### config.mk
export PLATFORM = sky130hd
export DESIGN_NAME = opres_top
export DESIGN_NICKNAME = d
export VERILOG_FILES = /design/src/rtl/opres_pkg.sv /design/src/rtl/opres_ram.sv /design/src/rtl/opres_sfr.sv /design/src/rtl/opres_route.sv /design/src/rtl/opres_top.sv
export SDC_FILE = /design/constraint.sdc
export NUM_CORES = 2
export LEC_CHECK = 0
export BUFFER_PORTS_ARGS = -buffer_cell sky130_fd_sc_hd__buf_2
export CORE_UTILIZATION = 60
export CTS_BUF_LIST = sky130_fd_sc_hd__clkbuf_8
export DETAILED_ROUTE_END_ITERATION = 16
export GPL_TIMING_DRIVEN = 1
export PLACE_DENSITY = 0.76
export SYNTH_ARGS = -nofsm -noshare
export SYNTH_HDL_FRONTEND = slang
export SYNTH_SLANG_ARGS = --single-unit
### constraint.sdc
create_clock -name clk -period 9.95 [get_ports clk]
set_input_delay 0.995 -clock clk [delete_from_list [all_inputs] [get_ports clk]]
set_output_delay 0.995 -clock clk [all_outputs]
set_load 0.05 [all_outputs]
### src/rtl/opres_pkg.sv
package opres_pkg;

    typedef enum logic [1:0] {
        AM_REG = 2'd0,
        AM_DIR = 2'd1,
        AM_IND = 2'd2,
        AM_STK = 2'd3
    } amode_e;

    typedef enum logic [1:0] {
        SPC_NONE = 2'd0,
        SPC_LO   = 2'd1,
        SPC_HI   = 2'd2,
        SPC_SFR  = 2'd3
    } space_e;

    localparam int SFR_SLOTS = 24;
    localparam int SLOT_W    = $clog2(SFR_SLOTS);
    localparam int SLOT_SP   = 0;

    typedef struct packed {
        logic              hit;
        logic [SLOT_W-1:0] slot;
    } sfr_hit_t;

    // Maps an SFR byte address onto a dense storage slot.
    function automatic sfr_hit_t sfr_lookup(input logic [7:0] a);
        sfr_hit_t r;
        r.hit  = 1'b1;
        r.slot = '0;
        unique case (a)
            8'h81: r.slot = SLOT_W'(0);
            8'h82: r.slot = SLOT_W'(1);
            8'h83: r.slot = SLOT_W'(2);
            8'h87: r.slot = SLOT_W'(3);
            8'h88: r.slot = SLOT_W'(4);
            8'h89: r.slot = SLOT_W'(5);
            8'h8A: r.slot = SLOT_W'(6);
            8'h8B: r.slot = SLOT_W'(7);
            8'h8C: r.slot = SLOT_W'(8);
            8'h8D: r.slot = SLOT_W'(9);
            8'h90: r.slot = SLOT_W'(10);
            8'h98: r.slot = SLOT_W'(11);
            8'h99: r.slot = SLOT_W'(12);
            8'hA8: r.slot = SLOT_W'(13);
            8'hB0: r.slot = SLOT_W'(14);
            8'hB8: r.slot = SLOT_W'(15);
            8'hC8: r.slot = SLOT_W'(16);
            8'hCA: r.slot = SLOT_W'(17);
            8'hCB: r.slot = SLOT_W'(18);
            8'hCC: r.slot = SLOT_W'(19);
            8'hCD: r.slot = SLOT_W'(20);
            8'hD0: r.slot = SLOT_W'(21);
            8'hE0: r.slot = SLOT_W'(22);
            8'hF0: r.slot = SLOT_W'(23);
            default: r.hit = 1'b0;
        endcase
        return r;
    endfunction

endpackage

### src/rtl/opres_ram.sv
module opres_ram #(
    parameter int DW = 8,
    parameter int IW = 7
) (
    input  logic          clk,
    input  logic          rst_n,
    input  logic          we,
    input  logic [IW-1:0] widx,
    input  logic [DW-1:0] wdata,
    input  logic [IW-1:0] ridx_a,
    output logic [DW-1:0] rdata_a,
    input  logic [IW-1:0] ridx_b,
    output logic [DW-1:0] rdata_b
);
    localparam int DEPTH = 1 << IW;

    logic [DW-1:0] mem [DEPTH];

    always_ff @(posedge clk or negedge rst_n) begin
        if (!rst_n) begin
            for (int i = 0; i < DEPTH; i++) mem[i] <= '0;
        end else if (we) begin
            mem[widx] <= wdata;
        end
    end

    assign rdata_a = mem[ridx_a];
    assign rdata_b = mem[ridx_b];


    ram_write_visible_chk: assert property (@(posedge clk) disable iff (!rst_n)
        we |=> mem[$past(widx)] == $past(wdata));

endmodule

### src/rtl/opres_sfr.sv
module opres_sfr
    import opres_pkg::*;
#(
    parameter int          DW     = 8,
    parameter logic [DW-1:0] SP_RST = DW'(7)
) (
    input  logic              clk,
    input  logic              rst_n,
    input  logic              we,
    input  logic [SLOT_W-1:0] wslot,
    input  logic [DW-1:0]     wdata,
    input  logic [SLOT_W-1:0] rslot,
    output logic [DW-1:0]     rdata,
    output logic [DW-1:0]     sp
);
    logic [DW-1:0] regs [SFR_SLOTS];

    for (genvar g = 0; g < SFR_SLOTS; g++) begin : g_slot
        localparam logic [DW-1:0] RST = (g == SLOT_SP) ? SP_RST : '0;
        always_ff @(posedge clk or negedge rst_n) begin
            if (!rst_n)                           regs[g] <= RST;
            else if (we && wslot == SLOT_W'(g))   regs[g] <= wdata;
        end
    end

    assign rdata = (int'(rslot) < SFR_SLOTS) ? regs[rslot] : '0;
    assign sp    = regs[SLOT_SP];


    // sp_reset_value_chk
    sp_reset_value_chk: assert property (@(posedge clk) disable iff (!rst_n)
        $rose(rst_n) |-> sp == SP_RST);

endmodule

### src/rtl/opres_route.sv
module opres_route
    import opres_pkg::*;
#(
    parameter int DW = 8,
    parameter int IW = 7
) (
    input  amode_e            mode,
    input  logic [DW-1:0]     addr,
    input  logic [2:0]        reg_sel,
    input  logic [1:0]        bank,
    input  logic [DW-1:0]     ptr,
    input  logic [DW-1:0]     sp,
    output logic [IW-1:0]     ptr_idx,
    output space_e            space,
    output logic [IW-1:0]     idx,
    output logic [SLOT_W-1:0] slot,
    output logic              bad
);
    localparam int PAD = IW - 5;

    sfr_hit_t hit;
    logic [DW-1:0] via;

    assign hit     = sfr_lookup(addr[7:0]);
    assign ptr_idx = {{PAD{1'b0}}, bank, 2'b00, reg_sel[0]};
    assign via     = (mode == AM_STK) ? sp : ptr;

    always_comb begin
        space = SPC_NONE;
        idx   = '0;
        slot  = '0;
        bad   = 1'b0;
        unique case (mode)
            AM_REG: begin
                space = SPC_LO;
                idx   = {{PAD{1'b0}}, bank, reg_sel};
            end
            AM_DIR: begin
                if (!addr[DW-1]) begin
                    space = SPC_LO;
                    idx   = addr[IW-1:0];
                end else if (hit.hit) begin
                    space = SPC_SFR;
                    slot  = hit.slot;
                end else begin
                    bad = 1'b1;
                end
            end
            AM_IND, AM_STK: begin
                space = via[DW-1] ? SPC_HI : SPC_LO;
                idx   = via[IW-1:0];
            end
            default: space = SPC_NONE;
        endcase
    end

endmodule

### src/rtl/opres_top.sv
module opres_top
    import opres_pkg::*;
#(
    parameter int DW = 8
) (
    input  logic          clk,
    input  logic          rst_n,
    input  logic [1:0]    mode,
    input  logic [DW-1:0] addr,
    input  logic [2:0]    reg_sel,
    input  logic [7:0]    psw,
    input  logic          rd_en,
    input  logic          wr_en,
    input  logic [DW-1:0] wr_data,
    output logic [DW-1:0] rd_data,
    output logic          wr_lo,
    output logic          wr_hi,
    output logic          wr_sfr,
    output logic          bad_sfr
);
    localparam int IW = DW - 1;

    amode_e            am;
    space_e            space;
    logic [IW-1:0]     idx, ptr_idx;
    logic [SLOT_W-1:0] slot;
    logic              bad;
    logic [DW-1:0]     lo_rd, ptr_val, hi_rd, hi_unused_b, sfr_rd, sp;
    logic              unused_psw;

    assign am         = amode_e'(mode);
    assign unused_psw = ^{psw[7:5], psw[2:0], hi_unused_b};

    opres_route #(.DW(DW), .IW(IW)) u_route (
        .mode(am), .addr(addr), .reg_sel(reg_sel), .bank(psw[4:3]),
        .ptr(ptr_val), .sp(sp), .ptr_idx(ptr_idx), .space(space),
        .idx(idx), .slot(slot), .bad(bad)
    );

    opres_ram #(.DW(DW), .IW(IW)) u_lo (
        .clk(clk), .rst_n(rst_n), .we(wr_lo), .widx(idx), .wdata(wr_data),
        .ridx_a(idx), .rdata_a(lo_rd), .ridx_b(ptr_idx), .rdata_b(ptr_val)
    );

    opres_ram #(.DW(DW), .IW(IW)) u_hi (
        .clk(clk), .rst_n(rst_n), .we(wr_hi), .widx(idx), .wdata(wr_data),
        .ridx_a(idx), .rdata_a(hi_rd), .ridx_b('0), .rdata_b(hi_unused_b)
    );

    opres_sfr #(.DW(DW)) u_sfr (
        .clk(clk), .rst_n(rst_n), .we(wr_sfr), .wslot(slot), .wdata(wr_data),
        .rslot(slot), .rdata(sfr_rd), .sp(sp)
    );

    assign wr_lo   = wr_en && space == SPC_LO;
    assign wr_hi   = wr_en && space == SPC_HI;
    assign wr_sfr  = wr_en && space == SPC_SFR;
    assign bad_sfr = (rd_en || wr_en) && bad;

    always_comb begin
        rd_data = '0;
        if (rd_en) begin
            unique case (space)
                SPC_LO:  rd_data = lo_rd;
                SPC_HI:  rd_data = hi_rd;
                SPC_SFR: rd_data = sfr_rd;
                default: rd_data = '0;
            endcase
        end
    end


    one_strobe_chk: assert property (@(posedge clk) disable iff (!rst_n)
        $onehot0({wr_lo, wr_hi, wr_sfr}) && (wr_en || !(wr_lo || wr_hi || wr_sfr)));


    bad_no_write_chk: assert property (@(posedge clk) disable iff (!rst_n)
        bad_sfr |-> !wr_lo && !wr_hi && !wr_sfr);


    bad_read_zero_chk: assert property (@(posedge clk) disable iff (!rst_n)
        (bad_sfr && rd_en) |-> rd_data == '0);


    stack_to_ram_chk: assert property (@(posedge clk) disable iff (!rst_n)
        (wr_en && mode == 2'b11) |-> (wr_lo || wr_hi) && wr_hi == sp[DW-1]);


    sp_stable_on_ram_chk: assert property (@(posedge clk) disable iff (!rst_n)
        (wr_lo || wr_hi) |=> $stable(sp));

endmodule

==> metrics.yaml <==
global_routing:
  met3_usage_pct: 12.4
  grt_pass1_wl_um: 502000
  grt-busiest-layer: "met2"
  antenna_found_initial: 23
  grt_pass1_vias: 75800
  grt_max_degree: 203
  use_met2_pct: 56.8
  grt_use_total_pct: 38.9
  overflow: 0
  grtUsageMet1_pct: 50.1
critical_path:
  path_max_fanout: 26
  end_kind: "primary output"
  worstPathCellList: "buf_2 > buf_4 > mux2i_1 > a22oi_1 > buf_4 > a31oi_4 > nand4_4 > buf_4 > o22ai_1 > nor4b_1 > a32oi_1 > nand4_1 > nand4_1 > o211ai_1 > buf_2"
  crit_family: "simple AND/OR/NAND/NOR gates"
  start_kind: "input pin"
  cp_num_buf_inv: 5
  crit_path_frequent_cell: "buf_4"
  cp.required_ns: 8.96
  critPathArrivalTime_ns: 7.62
  cpPeakStageDelay_ns: 1.14
  crit_slowest_cell: "nand4_4"
  critical_path_class: "in -> out"
sta:
  worst_pin_slew_ns: 1.43
  fmax_mhz: 116
  fin_crit_sh_pct: 86.5
  drv_slew: 0
  worst_clock_skew_ns: 0.126
  setup_viol: 0
  min_period_ns: 8.61
  grt_setup_unrepaired: "false"
  holdWs_ns: 0.489
  slew_headroom_pct: 4.55
  hold_viol_final: 0
  tns_ns: 0
detailed_routing:
  first_pass_iters: 6
  drt-vias-per-instance: 7.10
  drc: 0
  wl_per_cell_um: 32.2
  ant_nets: 0
  vias: 75300
  drtIter0Drc: 9706
  wl_um: 341000
layout:
  most-common-layout-cells: "2,288 x mux2_2, 2,237 x dfrtp_1, 635 x o22ai_1"
  fillCellCount: 12200
  nNetsFinal: 8131
  fin_cells: 10600
  drive_above_1_share_pct: 40.7
  fin_area_sq_um: 113000
  mostFrequentLayoutCell: "mux2_2"
  area_growth_pct: 9.64
die:
  fp.dieArea_sq_um: 173000
  pin_count: 45
  rows: 151
  core-area_sq_um: 170000
  die_h_um: 416
  chipWidth_um: 416
  initial_core_util_pct: 60.6
place:
  dpl.hpwl_um: 208000
  postPlaceCellArea_sq_um: 106000
  gp_congestion: 0.982
  dp.cells: 9938
  io_buffers: 38
cts:
  cts_max_level: 5
  clock_sinks: 2240
  cts_inserted_buffers: 375
  path_clk_slew_ns: 0.06
  cts_root_buf: "clkbuf_8"
  cts_tree: "yes"
  cts_buffer_depth: 4
  clock_latency_ns: 1.10
pwr:
  total_power_mw: 21.9
  power.density_nw_per_um2: 194
  leakage_nw: 54.1
  ir_worst_vdd_mv: 0.175
synthesis:
  synth.distinct_cells: 106
  ys_seq_elements: 2240
  synth_top_area_share_pct: 54.3
  avgSynthCellArea_sq_um: 12.7
  synth_seq_area_share_pct: 54.4
  ys_warn_count: 0
  synthFlopType: "dfrtp_1"
  yosysTopAreaCell: "dfrtp_1"
  yosys-top-cells-area: "dfrtp_1 54%, mux2_2 25%, o22ai_1 3.9%, nand2_1 1.9%, clkbuf_1 1.3%"
  synth_edf_count: 0
  synth_fp_nets: 8127
  async_reset_ff_share_pct: 100
  netlist_area_sq_um: 103000
  syn_inst: 8094
run_status:
  status: "completed"
hold_path:
  hp-class: "in -> reg"
flow_run:
  cap_violations: 0
[per-layer routing]
layer / wire length (um) / part of all wire [%] / up-vias
met4: 24800 / 7.3 / 26
met2: 149000 / 44 / 4800
met1: 127000 / 37 / 38900
met3: 39700 / 12 / 1380
li1: - / - / 30100
met5: 252 / 0.074 / -
[tightest hold or removal path: stages]
cell	delay (ns)
buf_8	0.22
nand2_1	0.12
o21ai_0	0.07
[Yosys cell counts (58+ instances only)]
| library cell | instances |
|---|---|
| nor2_4 | 91 |
| dfrtp_1 | 2237 |
| buf_2 | 208 |
| a21oi_1 | 138 |
| buf_4 | 58 |
| nand2_1 | 512 |
| nor2_2 | 129 |
| clkbuf_1 | 350 |
| nor4_1 | 59 |
| nor3_1 | 80 |
| mux2_2 | 2288 |
| o221ai_1 | 87 |
| mux2i_1 | 93 |
| nor2_1 | 154 |
| o21ai_0 | 105 |
| nand3_1 | 184 |
| o22ai_1 | 635 |
[state kept, by name, indices dropped and copies added (netlist names)]
register    count
u_sfr.sp        8
u_sfr.regs    184
u_hi.mem     1024
u_lo.mem     1024
[area by class of cell]
cell class	instances	area (sq um)	area share, %
inverters	12	45.0	0.0399
clock buffers	483	6650	5.88
multi-input cells	5195	44200	39.1
repair buffers	274	2440	2.16
well taps	2218	2780	2.46
diodes	18	45.0	0.0399
flip-flops and latches	2240	56100	49.6
clock inverters	155	812	0.719
[power by group]
part           internal [mW]  total, mW  leakage, nW  switching [mW]
sequential              9.73       10.1         30.9           0.378
combinational           1.18       3.56         18.8            2.38
clock                   4.47       8.23         4.28            3.76
[timing repair]
action / in CTS / in global routing
hold buffers: 1 / 0
endpoints found under the setup margin: 0 / 0
buffers inserted: 0 / 0
endpoints found under the hold margin: 54 / 0
gates resized for setup: 0 / 0
[final timing paths]
| check | startpoint | endpoint | slack (ns) | cells past startpoint |
|---|---|---|---|---|
| worst max-delay path | reg_sel[0] | rd_data[2] | 1.34 | 15 |
| worst min-delay path | wr_data[1] | u_lo.mem[641] | 0.49 | 3 |
| worst max register to register | u_lo.mem[1009] | u_lo.mem[988] | 4.44 | 11 |
| worst min register to register | u_lo.mem[178] | u_lo.mem[178] | 0.50 | 1 |
| max in group asynchronous | rst_n | u_hi.mem[309] | 6.86 | 4 |
| min in group asynchronous | rst_n | u_lo.mem[991] | 0.54 | 2 |
[cell families after synthesis]
logic type,after synthesis,share of synthesized area (%)
AO/OA/AOI/OAI,1425,9.57
AND/OR/NAND/NOR,1383,7.06
XOR/XNOR,1,0.00850
buffers and inverters,659,2.98
flip-flops,2240,54.4
multiplexers,2386,26.0
[metrics by stage]
step | worst slack (ns) | utilization [%]
2_1_floorplan | 4.54 | -
3_3_place_gp | 2.00 | 62.0
3_5_place_dp | 1.94 | 62.0
4_1_cts | 1.90 | 66.4
5_1_grt | 1.50 | 66.4
6_report | 1.34 | 66.5
Power figures use the tool's default switching activity.
